$ cat config.mk
export PLATFORM = sky130hd
export DESIGN_NAME = spim_top
export DESIGN_NICKNAME = d
export VERILOG_FILES = /design/src/rtl/spim_pkg.sv /design/src/rtl/spim_clkgen.sv /design/src/rtl/spim_shifter.sv /design/src/rtl/spim_regs.sv /design/src/rtl/spim_top.sv
export SDC_FILE = /design/constraint.sdc
export NUM_CORES = 1
export LEC_CHECK = 0
export ABC_AREA = 1
export BUFFER_PORTS_ARGS = -buffer_cell sky130_fd_sc_hd__clkbuf_2
export CAP_MARGIN = 5
export CORE_AREA = 2 2 98 100
export DETAILED_ROUTE_END_ITERATION = 12
export DIE_AREA = 0 0 100 102
export SLEW_MARGIN = 20
export SYNTH_ARGS = -nofsm -noshare
export SYNTH_HDL_FRONTEND = slang
export SYNTH_SLANG_ARGS = --single-unit
$ cat constraint.sdc
create_clock -name clk -period 3.6 [get_ports clk]
set_input_delay 0.36 -clock clk [delete_from_list [all_inputs] [get_ports clk]]
set_output_delay 0.36 -clock clk [all_outputs]
set_load 0.05 [all_outputs]
$ cat src/rtl/spim_pkg.sv
package spim_pkg;

    localparam int DATA_W = 8;
    localparam int EDGES  = 2 * DATA_W;
    localparam int EDGE_W = $clog2(EDGES + 1);

    typedef enum logic [1:0] {
        REG_CTRL = 2'd0,
        REG_DIV  = 2'd1,
        REG_STAT = 2'd2,
        REG_DATA = 2'd3
    } reg_addr_e;

    typedef struct packed {
        logic irq_en;
        logic cpha;
        logic cpol;
    } ctrl_t;

    // Phase 1 samples on even-numbered edges, phase 0 on odd-numbered ones.
    function automatic logic samples_on(input logic cpha, input logic [EDGE_W-1:0] idx);
        return cpha ? ~idx[0] : idx[0];
    endfunction

endpackage

$ cat src/rtl/spim_clkgen.sv
module spim_clkgen #(
    parameter int DIV_W = 8
) (
    input  logic             clk,
    input  logic             rst,
    input  logic             run,
    input  logic [DIV_W-1:0] half_per,
    output logic             tick
);
    logic [DIV_W-1:0] cnt;
    logic [DIV_W-1:0] lim;

    // A divider value of zero behaves as one system clock per half-period.
    assign lim  = (half_per == '0) ? '0 : half_per - DIV_W'(1);
    assign tick = run && (cnt == lim);

    always_ff @(posedge clk) begin
        if (rst || !run || tick) begin
            cnt <= '0;
        end else begin
            cnt <= cnt + DIV_W'(1);
        end
    end
endmodule

$ cat src/rtl/spim_shifter.sv
module spim_shifter
    import spim_pkg::*;
(
    input  logic              clk,
    input  logic              rst,
    input  logic              start,
    input  logic [DATA_W-1:0] tx_byte,
    input  ctrl_t             cfg,
    input  logic              tick,
    input  logic              miso,
    output logic              sck,
    output logic              mosi,
    output logic              busy,
    output logic              done_evt,
    output logic [DATA_W-1:0] rx_byte,
    output logic [EDGE_W-1:0] edge_cnt
);
    ctrl_t             mode_q;
    logic [DATA_W-1:0] shreg;
    logic              latch;
    logic [EDGE_W-1:0] nxt;

    assign nxt      = edge_cnt + EDGE_W'(1);
    assign done_evt = busy && tick && (nxt == EDGE_W'(EDGES));

    always_ff @(posedge clk) begin
        if (rst) begin
            mode_q   <= '0;
            shreg    <= '0;
            latch    <= 1'b0;
            edge_cnt <= '0;
            busy     <= 1'b0;
            sck      <= 1'b0;
            mosi     <= 1'b0;
            rx_byte  <= '0;
        end else if (!busy) begin
            sck <= cfg.cpol;
            if (start) begin
                busy     <= 1'b1;
                mode_q   <= cfg;
                edge_cnt <= '0;
                shreg    <= tx_byte;
                if (!cfg.cpha) begin
                    mosi <= tx_byte[DATA_W-1];
                end
            end
        end else if (tick) begin
            edge_cnt <= nxt;
            sck      <= ~sck;
            if (samples_on(mode_q.cpha, nxt)) begin
                latch <= miso;
            end
            if (mode_q.cpha && nxt == EDGE_W'(1)) begin
                mosi <= shreg[DATA_W-1];
            end else if (done_evt) begin
                busy    <= 1'b0;
                rx_byte <= {shreg[DATA_W-2:0], mode_q.cpha ? miso : latch};
            end else if (!samples_on(mode_q.cpha, nxt)) begin
                shreg <= {shreg[DATA_W-2:0], latch};
                mosi  <= shreg[DATA_W-2];
            end
        end
    end
endmodule

$ cat src/rtl/spim_regs.sv
module spim_regs
    import spim_pkg::*;
#(
    parameter int DIV_W = 8
) (
    input  logic              clk,
    input  logic              rst,
    input  logic              bus_sel,
    input  logic              bus_wr,
    input  logic [1:0]        bus_addr,
    input  logic [DATA_W-1:0] bus_wdata,
    input  logic              busy,
    input  logic              done_evt,
    input  logic [DATA_W-1:0] rx_byte,
    output ctrl_t             cfg,
    output logic [DIV_W-1:0]  half_per,
    output logic              start,
    output logic              done_flag,
    output logic              col_flag,
    output logic [DATA_W-1:0] rdata
);
    reg_addr_e addr;
    logic      wr_data, rd_stat, acc_data, collide;
    logic      arm_done, arm_col;

    assign addr     = reg_addr_e'(bus_addr);
    assign wr_data  = bus_sel && bus_wr && addr == REG_DATA;
    assign rd_stat  = bus_sel && !bus_wr && addr == REG_STAT;
    assign acc_data = bus_sel && addr == REG_DATA;
    assign start    = wr_data && !busy;
    assign collide  = wr_data && busy;

    always_ff @(posedge clk) begin
        if (rst) begin
            cfg       <= '0;
            half_per  <= '0;
            arm_done  <= 1'b0;
            arm_col   <= 1'b0;
            done_flag <= 1'b0;
            col_flag  <= 1'b0;
        end else begin
            if (bus_sel && bus_wr && addr == REG_CTRL) begin
                cfg <= ctrl_t'(bus_wdata[2:0]);
            end
            if (bus_sel && bus_wr && addr == REG_DIV) begin
                half_per <= bus_wdata[DIV_W-1:0];
            end
            if (rd_stat) begin
                arm_done <= done_flag;
                arm_col  <= col_flag;
            end else if (acc_data) begin
                arm_done <= 1'b0;
                arm_col  <= 1'b0;
            end
            // A new event wins over a clear in the same cycle.
            if (done_evt) begin
                done_flag <= 1'b1;
            end else if (acc_data && arm_done) begin
                done_flag <= 1'b0;
            end
            if (collide) begin
                col_flag <= 1'b1;
            end else if (acc_data && arm_col) begin
                col_flag <= 1'b0;
            end
        end
    end

    always_comb begin
        case (addr)
            REG_CTRL: rdata = {5'b0, cfg};
            REG_DIV:  rdata = DATA_W'(half_per);
            REG_STAT: rdata = {done_flag, col_flag, 6'b0};
            default:  rdata = rx_byte;
        endcase
    end
endmodule

$ cat src/rtl/spim_top.sv
module spim_top
    import spim_pkg::*;
#(
    parameter int DIV_W = 8
) (
    input  logic       clk,
    input  logic       rst,
    input  logic       bus_sel,
    input  logic       bus_wr,
    input  logic [1:0] bus_addr,
    input  logic [7:0] bus_wdata,
    output logic [7:0] bus_rdata,
    output logic       sclk_o,
    output logic       mosi_o,
    input  logic       miso_i,
    output logic       irq_o
);
    ctrl_t             cfg;
    logic [DIV_W-1:0]  half_per;
    logic              start, busy, tick, done_evt;
    logic              done_flag, col_flag;
    logic [DATA_W-1:0] rx_byte;
    logic [EDGE_W-1:0] edge_cnt;

    spim_regs #(.DIV_W(DIV_W)) u_regs (
        .clk(clk), .rst(rst),
        .bus_sel(bus_sel), .bus_wr(bus_wr), .bus_addr(bus_addr), .bus_wdata(bus_wdata),
        .busy(busy), .done_evt(done_evt), .rx_byte(rx_byte),
        .cfg(cfg), .half_per(half_per), .start(start),
        .done_flag(done_flag), .col_flag(col_flag), .rdata(bus_rdata)
    );

    spim_clkgen #(.DIV_W(DIV_W)) u_clkgen (
        .clk(clk), .rst(rst), .run(busy), .half_per(half_per), .tick(tick)
    );

    spim_shifter u_shift (
        .clk(clk), .rst(rst), .start(start), .tx_byte(bus_wdata), .cfg(cfg),
        .tick(tick), .miso(miso_i), .sck(sclk_o), .mosi(mosi_o), .busy(busy),
        .done_evt(done_evt), .rx_byte(rx_byte), .edge_cnt(edge_cnt)
    );

    assign irq_o = done_flag && cfg.irq_en;
endmodule

### Yosys cells after proc, flatten, opt, wreduce, memory -nomap -nowiden

Cells that the tools add are included.

* $add $sub $neg: 3
* multipliers: 0
* div/mod/pow operators: 0
* order comparisons: 0
* equality and inequality tests: 13
* shifts and indexed selects: 0
* muxes and demuxes: 34
* bitwise gates (word level): 4
* reductions and logical operators: 32

Operators by type and width (number)
* $mux W8: 7
* $pmux W8 S3: 1
* $mux W1: 23
* $logic_and A1 B1 Y1: 16
* $mux W5: 3
* $reduce_and A5 Y1: 2
* $add A8 B1 Y8 const B: 1
* $eq A8 B8 Y1: 1
* $logic_not A8 Y1: 1
* $ne A2 B2 Y1 const B: 4
* $reduce_bool A2 Y1: 4
* $sub A8 B1 Y8 const B: 1
* $ne A3 B3 Y1 const B: 2
* $add A5 B1 Y5 const B: 1
* $eq A5 B1 Y1 const B: 1
* $eq A5 B5 Y1 const B: 1
* $eq A2 B2 Y1 const B: 2
* $not A1 Y1: 4
* $reduce_and A2 Y1: 2
* $reduce_and A4 Y1: 1
* $reduce_and A3 Y1: 1
* $eq A2 B1 Y1 const B: 1
* $logic_not A1 Y1: 2
* $logic_not A2 Y1: 1
* 2 further kinds: 3

* bits in registers: 49
* bits in latches: 0
* memory bits (writable): 0
* memory bits (read-only): 0
* bits of input ports: 15
* output and inout port bits: 11
* logic and storage cells: 103
* memories kept: 0

### Logic depth before layout (Yosys ltp)

Gate-level depths: netlist (run 1).

* depth in word-level cells: 10
* depth in mapped cells: 19
* depth with buffers taken out: 17

### Cells and area by module

From an unflattened synthesis (run 1), not the netlist that was laid out.

* cells, all modules: 412
* area total of the unflattened synthesis: 2687.6 µm²

Modules (own cells, without submodules)
* spim_shifter: instances 1, cells each 187, area each 1282.5 µm²
* spim_regs: instances 1, cells each 105, area each 705.7 µm²
* spim_clkgen: instances 1, cells each 118, area each 691.9 µm²
* spim_top: instances 1, cells each 2, area each 7.5 µm²

### Worst setup path before layout (run 1)

OpenSTA, ideal clock, no wires.

* path type: register to register
* start: reg u_regs.half_per[0]
* end: reg u_shift.shreg[1]
* library setup time: 0.113 ns
* arrival time: 1.960 ns
* slack: 1.528 ns
* cell stages (with the launch flop): 20
* buffers on the path: 2
* clock period less this slack: 2.072 ns
* cell sequence: dfxtp_1 > inv_2 > ha_1 > nand2_1 > nor2_2 > nand2_2 > buf_6 > nand2_1 > nand2_1 > nand2_1 > nand2_2 > nor2_4 > nand3_4 > nor2_8 > nor2_4 > nand2_4 > buf_6 > nand2_1 > nand2_1 > nor2_1

* cells in the longest elaborated chain, start to end: 8

Ends and longest elaborated chain
* start: declaration: line spim_regs.sv:16 `output logic [DIV_W-1:0] half_per,`
* start signal: assignment: line spim_regs.sv:46 `half_per <= bus_wdata[DIV_W-1:0];`
* $sub A8 B1 Y8 / $logic_not A8 Y1 (equally long branches): line spim_clkgen.sv:14 `assign lim = (half_per == '0) ? '0 : half_per - DIV_W'(1);`
* $mux W8 *: line spim_clkgen.sv:14
* $eq A8 B8 Y1 *: line spim_clkgen.sv:15 `assign tick = run && (cnt == lim);`
* $logic_and A1 B1 Y1 *: line spim_clkgen.sv:15
* $logic_and A1 B1 Y1 (2 in series): line spim_shifter.sv:24 `assign done_evt = busy && tick && (nxt == EDGE_W'(EDGES));`
* $ne A2 B2 Y1 (no source line)
* $reduce_and A5 Y1 (no source line) *
* end signal: assignment: line spim_shifter.sv:42 `shreg <= tx_byte;`
* end signal: assignment: line spim_shifter.sv:59 `shreg <= {shreg[DATA_W-2:0], latch};`
* end: declaration: line spim_shifter.sv:19 `logic [DATA_W-1:0] shreg;`

Mark *: on every way between the ends. The rest lies on a longest branch, timed or not.
A chain may end at the register's enable or synchronous reset.

### Worst setup path in the final report (run 1)

* start: reg u_regs.half_per[0]
* end: reg u_shift.shreg[3]

The elaborated chain is that of the path after synthesis.

==> results.md, run 1 <==
* Status: finished clean
* Post-CTS sizing at 0
* Synth area leaders: dfxtp_1 37%, nand2_1 14%, inv_1 7.1%
* Slew at the pin closest to its max-slew limit at roughly 0.49 ns
* Worst hold endpoint: u_shift.rx_byte[0]
* Mean Syn Cell Area at about 6.6 um^2
* Die Area at ~0.01 mm^2
* Grt total ovfl at 0
* Reg area at approximately 980 um^2
* Post-synth EDFFs at 0
* Fillers at ~1.0k
* Yosys cell types at 33
* Largest net degree at the start of global routing at 35
* Max Cap Viol at 0
* Area leader, netlist: dfxtp_1
* Die height at around 100 um
* Reg2Reg Depth at 16
* Share of post-route cells with drive strength above 1 at 0.116
* H-tree depth at 2
* Area of the multi-input gates at about 0.0014 mm^2
* Synthesized netlist cell count at approximately 400
* Critical path endpoint category: flip-flop
* Register area share after synthesis at 0.369
* Core Region at a little over 0.009 mm^2
* RSZ-0062 raised after global routing: false
* Initial Util at 0.292
* Slew Viols, Final at 0
* TritonCTS Sinks at 49
* Clock Latency Late Sink at a little over 0.3 ns
* Vias in the first global route at around 2.4k
* Synthesized net count at ~420
* CP max stage delay at about 0.35 ns
* RePlAce Congestion at approximately 0.90
* Clock Path Buffers at 2
* Ratio of final minimum period to clock period at 0.673
* Synthesized flop and latch total at 49
* Critical path class: flip-flop to flip-flop
* PwrDens at 365 mW/mm^2
* Reg clk slew, reported paths at about 0.1 ns
* GRT Overall Usage at 0.136
* P_sw at roughly 330 uW
* Hold_sp: miso_i
* # diodes at 0
* Achievable Freq at just over 0.4 GHz
* Vias per cell at between 4 and 5
* Required @ worst endpoint at approximately 3.9 ns
* Worst r2r src: u_regs.half_per[0]
* Crit-path cells: inv_2, ha_1, nand2_1, nor2_2, nand2_2, nand2_1, nand2_1, nand2_1, nand2_1, nor2_4, nand4_1, nand2_1, nand2_4, nand2_1, nand2_1, nor2_1
* VDD IR max at ~0.00016 V
* Placed inst area at around 0.0029 mm^2
* CTS Buf Count at 5
* Drt first pass iters at 4
* Clk root buf: clkbuf_8
* Final Cell Area at 0.00297 mm^2
* Num rows at 35
* Tmin final at around 2.4 ns
* Commonest cells in the netlist: 102 x nand2_1, 50 x inv_1, 49 x dfxtp_1, 44 x nor2_1, 34 x o21ai_0
* Async SR Flop Fraction at 0
* Main synth FF type: dfxtp_1
* Design internal power at around 750 uW
* Initial antenna violation count at 0
* Total power at 1080 uW
* Register share of total power at 0.513
* Worst-path maximum fanout at 14
* Final Hold Viols at 0
* Hold_buf cts at 0
* Detailed Route Iter0 Violations at around 130
* Layout area overhead at 11.7%
* Hold WC Path Type: primary input to flip-flop
* CP dominant cell by count: nand2_1
* Final WL at 6420 um
* Nets@finish at 443
* CTS tree: built
* Post-Syn Area at between 0.002 and 0.003 mm^2
* Relative slew slack at 0.671
* # IOs at 26
* Comb power frac at 0.156
* DR WL/cell at approximately 12 um
* Via count at approximately 2.5k
* IO buf count at 25
* Leakage at around 0.0013 uW
* Setup TNS at 0 ns
* DRC violations left at 0
* Chip width at ~100 um
* RR Endpoint: u_shift.shreg[3]
* Setup Buffers After CTS at 0
* Setup ws final at between 1 and 1.5 ns
* First-pass GRT wire length at about 11000 um
* CP Launch Type: flip-flop
* Endpoints failing setup at 0
* Yosys top cell area share at 0.369
* Synth warn at 0
* WP data arrival at 2.68 ns
* Switching Fraction at 0.309
* Skew final at about 0.011 ns
* Critical Path Slowest Stage Cell: nand2_1
* Pre-CTS setup slack at 1.19 ns
* R2R Setup Slk at 1.18 ns
* Routed Antenna Nets at 0
* Dominant cell by count in the synthesized netlist: nand2_1
* Hold Path Cell Cnt at 3
* Final HPWL DP at just over 5000 um
* Clk network pwr share at 0.330
power groups by stage:
stage | sequential [uW] | combinational [uW] | clock, uW
2_1_floorplan | 570 | 130 | 0
3_3_place_gp | 569 | 169 | 0
3_5_place_dp | 569 | 170 | 0
4_1_cts | 556 | 170 | 372
5_1_grt | 558 | 195 | 389
6_report | 556 | 170 | 358
worst max-delay path by stage:
stage / startpoint / to / slack, ns / cells past startpoint
detailed placement: u_regs.half_per[0] / u_shift.shreg[3] / 1.19 / 16
finish: u_regs.half_per[0] / u_shift.shreg[3] / 1.18 / 16
floorplan: u_regs.half_per[0] / u_shift.shreg[1] / 1.53 / 19
global placement: u_regs.half_per[0] / u_shift.shreg[6] / 1.29 / 15
global route: u_regs.half_per[0] / u_shift.shreg[6] / 0.80 / 16
CTS: u_regs.half_per[0] / u_shift.shreg[3] / 1.16 / 16
layout by cell type (no fill, tap or decap), drive strengths merged, types with 6 or more instances in the layout:
| cell type | n |
|---|---|
| xor2 | 6 |
| inv | 55 |
| dfxtp | 49 |
| nand3 | 25 |
| a21oi | 33 |
| nor2 | 52 |
| o21ai | 37 |
| clkbuf | 30 |
| nand2 | 105 |
registers in the layout, summed over array words and instances, names as in the netlist:
register          flops
u_regs.arm_done       1
u_shift.mode_q        1
u_regs.done_flag      1
u_shift.sck           1
u_shift.rx_byte       8
u_regs.half_per       8
u_regs.arm_col        1
u_shift.edge_cnt      5
u_shift.shreg         8
u_regs.col_flag       1
u_shift.latch         1
u_shift.busy          1
u_shift.mosi          1
u_regs.cfg            3
u_clkgen.cnt          8
kinds of logic after synthesis:
kind of cell    synth area share
flops                      0.369
compound gates             0.157
fa+ha+maj                 0.0235
simple gates               0.323
xor+xnor                  0.0264
buf+inv                    0.101
per-stage QoR:
step | hold WS (ns) | cells | utilization
after floorplan | 0.430 | 401 | -
after global placement | 0.453 | 527 | 0.315
after detailed placement | 0.465 | 527 | 0.315
after CTS | 0.325 | 535 | 0.326
after global routing | 0.342 | 535 | 0.326
final | 0.323 | 535 | 0.326
layout make-up:
| class | count | area share |
|---|---|---|
| timing repair buffer | 27 | 0.0472 |
| sequential | 49 | 0.330 |
| clock inverter | 3 | 0.00969 |
| tap | 111 | 0.0468 |
| inverter | 54 | 0.0683 |
| clock buffer | 5 | 0.0232 |
| multi-input combinational | 286 | 0.475 |
critical path: cells and delay by family (launching register included):
family                     cells  cell delay (ns)
DFF                            1             0.32
buffers and inverters          1             0.12
adders and majority gates      1             0.25
and+or+nand+nor               14             1.67
metal layers:
layer / global-route usage / routed length [um]
met3: 0.0287 / 294
met4: 0.0390 / 107
met1: 0.184 / 3250
met5: 0 / 0
met2: 0.221 / 2770
Note: power is estimated with default switching activity, not from simulation.
==> run 2, diff against run 1 <==
- clock period: 3.6 -> 2.4 ns (I/O delays scaled with it)
==> results.md, run 2 (same netlist as run 1, synthesis figures left out) <==
* CP max stage delay at 0.32 ns (-0.03 ns)
* Layout area overhead at 14.1%
* RSZ-0062 raised after global routing: false
* Die Area at 0.0102 mm^2 (unchanged)
* Initial antenna violation count at 0 (unchanged)
* First-pass GRT wire length at 11100 um (-1.7%)
* TritonCTS Sinks at 49 (unchanged)
* Chip width at 100 um (unchanged)
* CP dominant cell by count: nand2_1
* Max Cap Viol at 0 (unchanged)
* # diodes at 0 (unchanged)
* Worst-path maximum fanout at 13 (-1)
* Nets@finish at 448 (+1.1%)
* Vias in the first global route at 2391 (-0.91%)
* Reg clk slew, reported paths at 0.09 ns (about the same)
* Clock Latency Late Sink at 0.30 ns (about the same)
* DR WL/cell at 12.4 um (+2.9%)
* CP Launch Type: flip-flop
* Reg area at 981 um^2 (unchanged)
* Ratio of final minimum period to clock period at 0.890 (+0.217)
* Grt total ovfl at 0 (unchanged)
* Drt first pass iters at 4 (unchanged)
* Commonest non-fill, non-tap cell in the layout: nand2_1
* Core Region at 0.00911 mm^2 (unchanged)
* Initial Util at 0.292 (unchanged)
* Final Hold Viols at 0 (unchanged)
* Hold WC Path Type: primary input to flip-flop
* CTS Buf Count at 5 (unchanged)
* Share of post-route cells with drive strength above 1 at 0.126 (+0.0106)
* GRT Overall Usage at 0.133 (-0.00325)
* Relative slew slack at 0.672 (+0.000825)
* Final WL at 6660 um (+3.7%)
* Vias per cell at 4.67 (+0.33%)
* Slew at the pin closest to its max-slew limit at 0.487 ns (-0.00123 ns)
* Via count at 2518 (+1.1%)
* Setup TNS at 0 ns (unchanged)
* Final Cell Area at 0.00303 mm^2 (+2.1%)
* Status: finished clean
* Slew Viols, Final at 0 (unchanged)
* # IOs at 26 (unchanged)
* Area of the multi-input gates at 0.00145 mm^2 (+2.9%)
* CTS tree: built
* Setup Buffers After CTS at 0 (unchanged)
* RePlAce Congestion at 0.901 (-0.38%)
* Routed Antenna Nets at 0 (unchanged)
* Endpoints failing setup at 0 (unchanged)
* Fillers at 959 (-5.5%)
* Clk root buf: clkbuf_8
* Largest net degree at the start of global routing at 31 (-11%)
* Fin util at 0.333 (+0.00701)
* Achievable Freq at 0.468 GHz (+13%)
* Required @ worst endpoint at 2.63 ns (-1.22 ns)
* WP data arrival at 2.36 ns (-0.32 ns)
* Skew final at 0.0102 ns (-0.000507 ns)
* DRC violations left at 0 (unchanged)
* H-tree depth at 2 (unchanged)
* Leakage at 0.00136 uW (+2.6%)
* Critical Path Slowest Stage Cell: dfxtp_1
* Critical path class: flip-flop to flip-flop
* IO buf count at 25 (unchanged)
* Detailed Route Iter0 Violations at 107 (-14%)
* Clock Path Buffers at 2 (unchanged)
* Most frequent cells in the layout: 101 x nand2_1, 50 x inv_1, 49 x dfxtp_1, 44 x nor2_1, 34 x o21ai_0
* Critical path endpoint category: flip-flop
* Pre-CTS setup slack at 0.124 ns (-1.06 ns)
* Placed inst area at 0.00290 mm^2 (+1.0%)
* PwrDens at 529 mW/mm^2 (+45%)
* Num rows at 35 (unchanged)
* Setup ws final at 0.264 ns (-0.913 ns)
* Crit-path cells: inv_2, ha_4, nand2_1, nor2_4, nand2_4, nand2_1, nand2_1, nand2_1, nand2_1, nor2_4, nand3_4, nor2_8, buf_6, o21ai_0, a31oi_1
* Final HPWL DP at 5180 um (+2.6%)
* Die height at 102 um (unchanged)
* Total power at 1600 uW (+48%)
* VDD IR max at 0.000226 V (+41%)
* Tmin final at 2.14 ns (-0.287 ns)
## run 2: per-layer routing
layer,up-vias,routed length [um],track usage
li1,1337,-,-
met1,1141,3440,0.181
met2,33,2950,0.222
met3,7,205,0.0246
met4,0,63,0.0295
met5,-,0,0
## run 2: path summary, 6_finish.rpt
kind                                      endpoint  cells past startpoint                from  slack (ns)
worst max register to register  u_shift.rx_byte[0]                     15  u_regs.half_per[0]        0.26
worst min register to register  u_shift.rx_byte[2]                      2    u_shift.shreg[1]        0.48
worst min-delay path            u_shift.rx_byte[0]                      3              miso_i        0.22
worst max-delay path            u_shift.rx_byte[0]                     15  u_regs.half_per[0]        0.26
## run 2: critical path: cells and delay by family, from the launching register on
kind | cells | cell delay [ns]
AOI/OAI and AO/OA | 2 | 0.24
and+or+nand+nor | 10 | 1.05
adders and majority gates | 1 | 0.17
buffers and inverters | 2 | 0.30
DFF | 1 | 0.32
## run 2: what timing repair did
action,in CTS,in global routing
hold buffers,0,0
setup endpoints to repair,0,30
gates resized for setup,0,8
## run 2: metrics by stage
step	hold WS, ns	cells
floorplan	0.375	401
global placement	0.455	531
detailed placement	0.463	531
CTS	0.217	538
global route	0.230	539
finish	0.222	539
## run 2: layout make-up
cell class / count / area share
Multi-Input combinational cell: 287 / 0.478
Sequential cell: 49 / 0.323
Inverter: 54 / 0.0668
Timing Repair Buffer: 31 / 0.0573
Tap cell: 111 / 0.0458
Clock buffer: 7 / 0.0285
## run 2: power breakdown
group	internal [uW]	leakage, uW	total [uW]	switching [uW]
Combinational	85.5	0.000920	270	185
Clock	229	0.0000443	499	269
Sequential	824	0.000396	835	11.4
Total	1140	0.00136	1600	465
==> run 3, diff against run 2 <==
--- a/config.mk
+++ b/config.mk
@@ -13,2 +13,3 @@
 export DIE_AREA = 0 0 100 102
+export GPL_TIMING_DRIVEN = 1
 export SLEW_MARGIN = 20
==> constraint.sdc (replaced) <==
create_clock -name clk -period 1.79 [get_ports clk]
set_input_delay 0.179 -clock clk [delete_from_list [all_inputs] [get_ports clk]]
set_output_delay 0.179 -clock clk [all_outputs]
set_load 0.01 [all_outputs]
==> results.md, run 3 (same netlist as run 1, synthesis figures left out) <==
* Initial Util at 0.292 (unchanged)
* Hold_sp: bus_wdata[0]
* Area of the multi-input gates at 0.00162 mm^2 (+11%)
* Clock Path Buffers at 2 (unchanged)
* Setup ws final at -0.218 ns (-0.481 ns)
* Slew at the pin closest to its max-slew limit at 0.584 ns (+0.0967 ns)
* Final Hold Viols at 0 (unchanged)
* Hold_buf cts at 0 (unchanged)
* Slew Viols, Final at 0 (unchanged)
* Failing checks: setup timing
* RSZ-0062 raised after global routing: true
* Leakage at 0.00155 uW (+14%)
* WP data arrival at 2.23 ns (-0.13 ns)
* Vias per cell at 4.71 (+0.89%)
* Setup TNS at -5.88 ns (-5.88 ns)
* Hold Path Cell Cnt at 3 (unchanged)
* Worst r2r src: u_regs.half_per[7]
* Ratio of final minimum period to clock period at 1.12 (+0.231)
* H-tree depth at 2 (unchanged)
* Required @ worst endpoint at 2.02 ns (-0.61 ns)
* Most frequent cells in the layout: 88 x nand2_1, 47 x inv_1, 47 x dfxtp_1, 41 x nor2_1, 30 x a21oi_1
* Grt total ovfl at 0 (unchanged)
* CTS Buf Count at 5 (unchanged)
* P_sw at 689 uW (+48%)
* Share of post-route cells with drive strength above 1 at 0.273 (+0.147)
* Endpoints failing setup at 34 (+34)
* Final HPWL DP at 5320 um (+2.8%)
* Reg2Reg Depth at 14 (-1)
* Status: finished, violations left
* IO buf count at 25 (unchanged)
* Clock Latency Late Sink at 0.32 ns (+0.02 ns)
* TritonCTS Sinks at 49 (unchanged)
* Achievable Freq at 0.498 GHz (+6.4%)
* RePlAce Congestion at 0.911 (+1.2%)
* Tmin final at 2.01 ns (-0.129 ns)
* Design internal power at 1730 uW (+52%)
* Die Area at 0.0102 mm^2 (unchanged)
* Relative slew slack at 0.610 (-0.0619)
* Clk root buf: clkbuf_8
* Comb power frac at 0.183 (+0.015)
* CTS tree: built
* Chip width at 100 um (unchanged)
* Worst hold endpoint: u_regs.cfg[0]
* Hold WC Path Type: primary input to flip-flop
* Switching Fraction at 0.285 (-0.00520)
* Critical path class: flip-flop to flip-flop
* Largest net degree at the start of global routing at 23 (-26%)
* Vias in the first global route at 2562 (+7.2%)
* Layout Cells excl Fill at 572 (+6.1%)
* CP Launch Type: flip-flop
* Reg clk slew, reported paths at 0.10 ns (about the same)
* Placed Instances at 555 (+4.5%)
* R2R Setup Slk at -0.22 ns (-0.48 ns)
* Worst-path maximum fanout at 5 (-8)
* # IOs at 26 (unchanged)
* Pre-CTS setup slack at -0.286 ns (-0.410 ns)
* Fillers at 944 (-1.6%)
* GRT Overall Usage at 0.143 (+0.00994)
* Drt first pass iters at 4 (unchanged)
* Core Region at 0.00911 mm^2 (unchanged)
* Nets@finish at 480 (+7.1%)
* Total power at 2420 uW (+51%)
* Layout area overhead at 33.2%
* Final WL at 7140 um (+7.2%)
* Routed Antenna Nets at 0 (unchanged)
* Detailed Route Iter0 Violations at 121 (+13%)
* RR Endpoint: u_shift.shreg[7]
* # diodes at 0 (unchanged)
* Commonest non-fill, non-tap cell in the layout: nand2_1
* Initial antenna violation count at 0 (unchanged)
* First-pass GRT wire length at 11800 um (+6.9%)
* Skew final at 0.0159 ns (+0.00570 ns)
* Via count at 2696 (+7.1%)
* Num rows at 35 (unchanged)
* DRC violations left at 0 (unchanged)
* Clk network pwr share at 0.354 (+0.043)
* Register share of total power at 0.463 (-0.058)
* PwrDens at 683 mW/mm^2 (+29%)
* Reg area at 983 um^2 (+0.26%)
* Max Cap Viol at 0 (unchanged)
* DR WL/cell at 12.5 um (+1.1%)
* VDD IR max at 0.000258 V (+14%)
* Critical path endpoint category: flip-flop
* Die height at 102 um (unchanged)
-- run 3: cell types whose count changed in the layout (fill, tap and decap cells not counted), sizes merged --
cell	previous run	this run
buf	6	37
bufinv	0	1
clkbuf	32	31
clkinvlp	0	1
nand2	106	107
-- run 3: area by class of cell --
class,instances,area share
multi-input cells,288,0.456
flip-flops and latches,49,0.278
repair buffers,62,0.132
inverters,54,0.0608
well taps,111,0.0392
clock buffers,6,0.0233
clock inverters,2,0.0106
-- run 3: worst max-delay path by stage --
| stage | start | endpoint | slack, ns | cells after the start |
|---|---|---|---|---|
| 4_1_cts | u_regs.half_per[1] | u_shift.shreg[6] | -0.20 | 17 |
| 2_1_floorplan | u_regs.half_per[0] | u_shift.shreg[1] | -0.25 | 19 |
| 5_1_grt | u_regs.half_per[1] | u_shift.shreg[4] | -0.38 | 17 |
| 3_3_place_gp | u_regs.half_per[1] | u_shift.edge_cnt[1] | -0.23 | 15 |
| 6_report | u_regs.half_per[7] | u_shift.shreg[7] | -0.22 | 14 |
| 3_5_place_dp | u_regs.half_per[1] | u_shift.edge_cnt[1] | -0.29 | 15 |
-- run 3: repair_timing --
item	in CTS	in global routing
pin swaps	16	10
cloned	4	0
resized for setup	37	25
buffers inserted	1	5
endpoints found under the setup margin	34	34
hold endpoints to repair	0	0
-- run 3: metrics by stage --
step	instance area (um^2)	hold slack, ns	util
after global placement	3150	0.449	0.346
final	3540	0.142	0.389
after CTS	3430	0.132	0.377
after floorplan	2700	0.314	-
after detailed placement	3150	0.451	0.346
after global routing	3540	0.164	0.389
-- run 3: per-layer routing --
layer  wire length [um]  global-route usage
met5                  0                   0
met3                231              0.0239
met2               3410               0.243
met1               3330               0.182
met4                170              0.0569
-- run 3: power by group through the flow --
stage,logic (uW),clock network (uW),registers (uW)
after global placement,365,0,1140
after global routing,484,913,1120
after detailed placement,370,0,1150
after floorplan,261,0,1140
after CTS,410,867,1120
final,442,855,1120
-- run 3: worst max-delay path, cell delays in order (launching register included) --
cell and delay (ns):
dfxtp_1 0.40, nor2_1 0.08, nand2_1 0.08, clkinv_1 0.14, nand2_2 0.13, nand3_1 0.10
nand2_1 0.07, nand2_1 0.08, nor2_4 0.17, nand4_1 0.17, nand2_4 0.17, buf_12 0.15
nand3_2 0.07, nand2_1 0.06, nor2_1 0.05
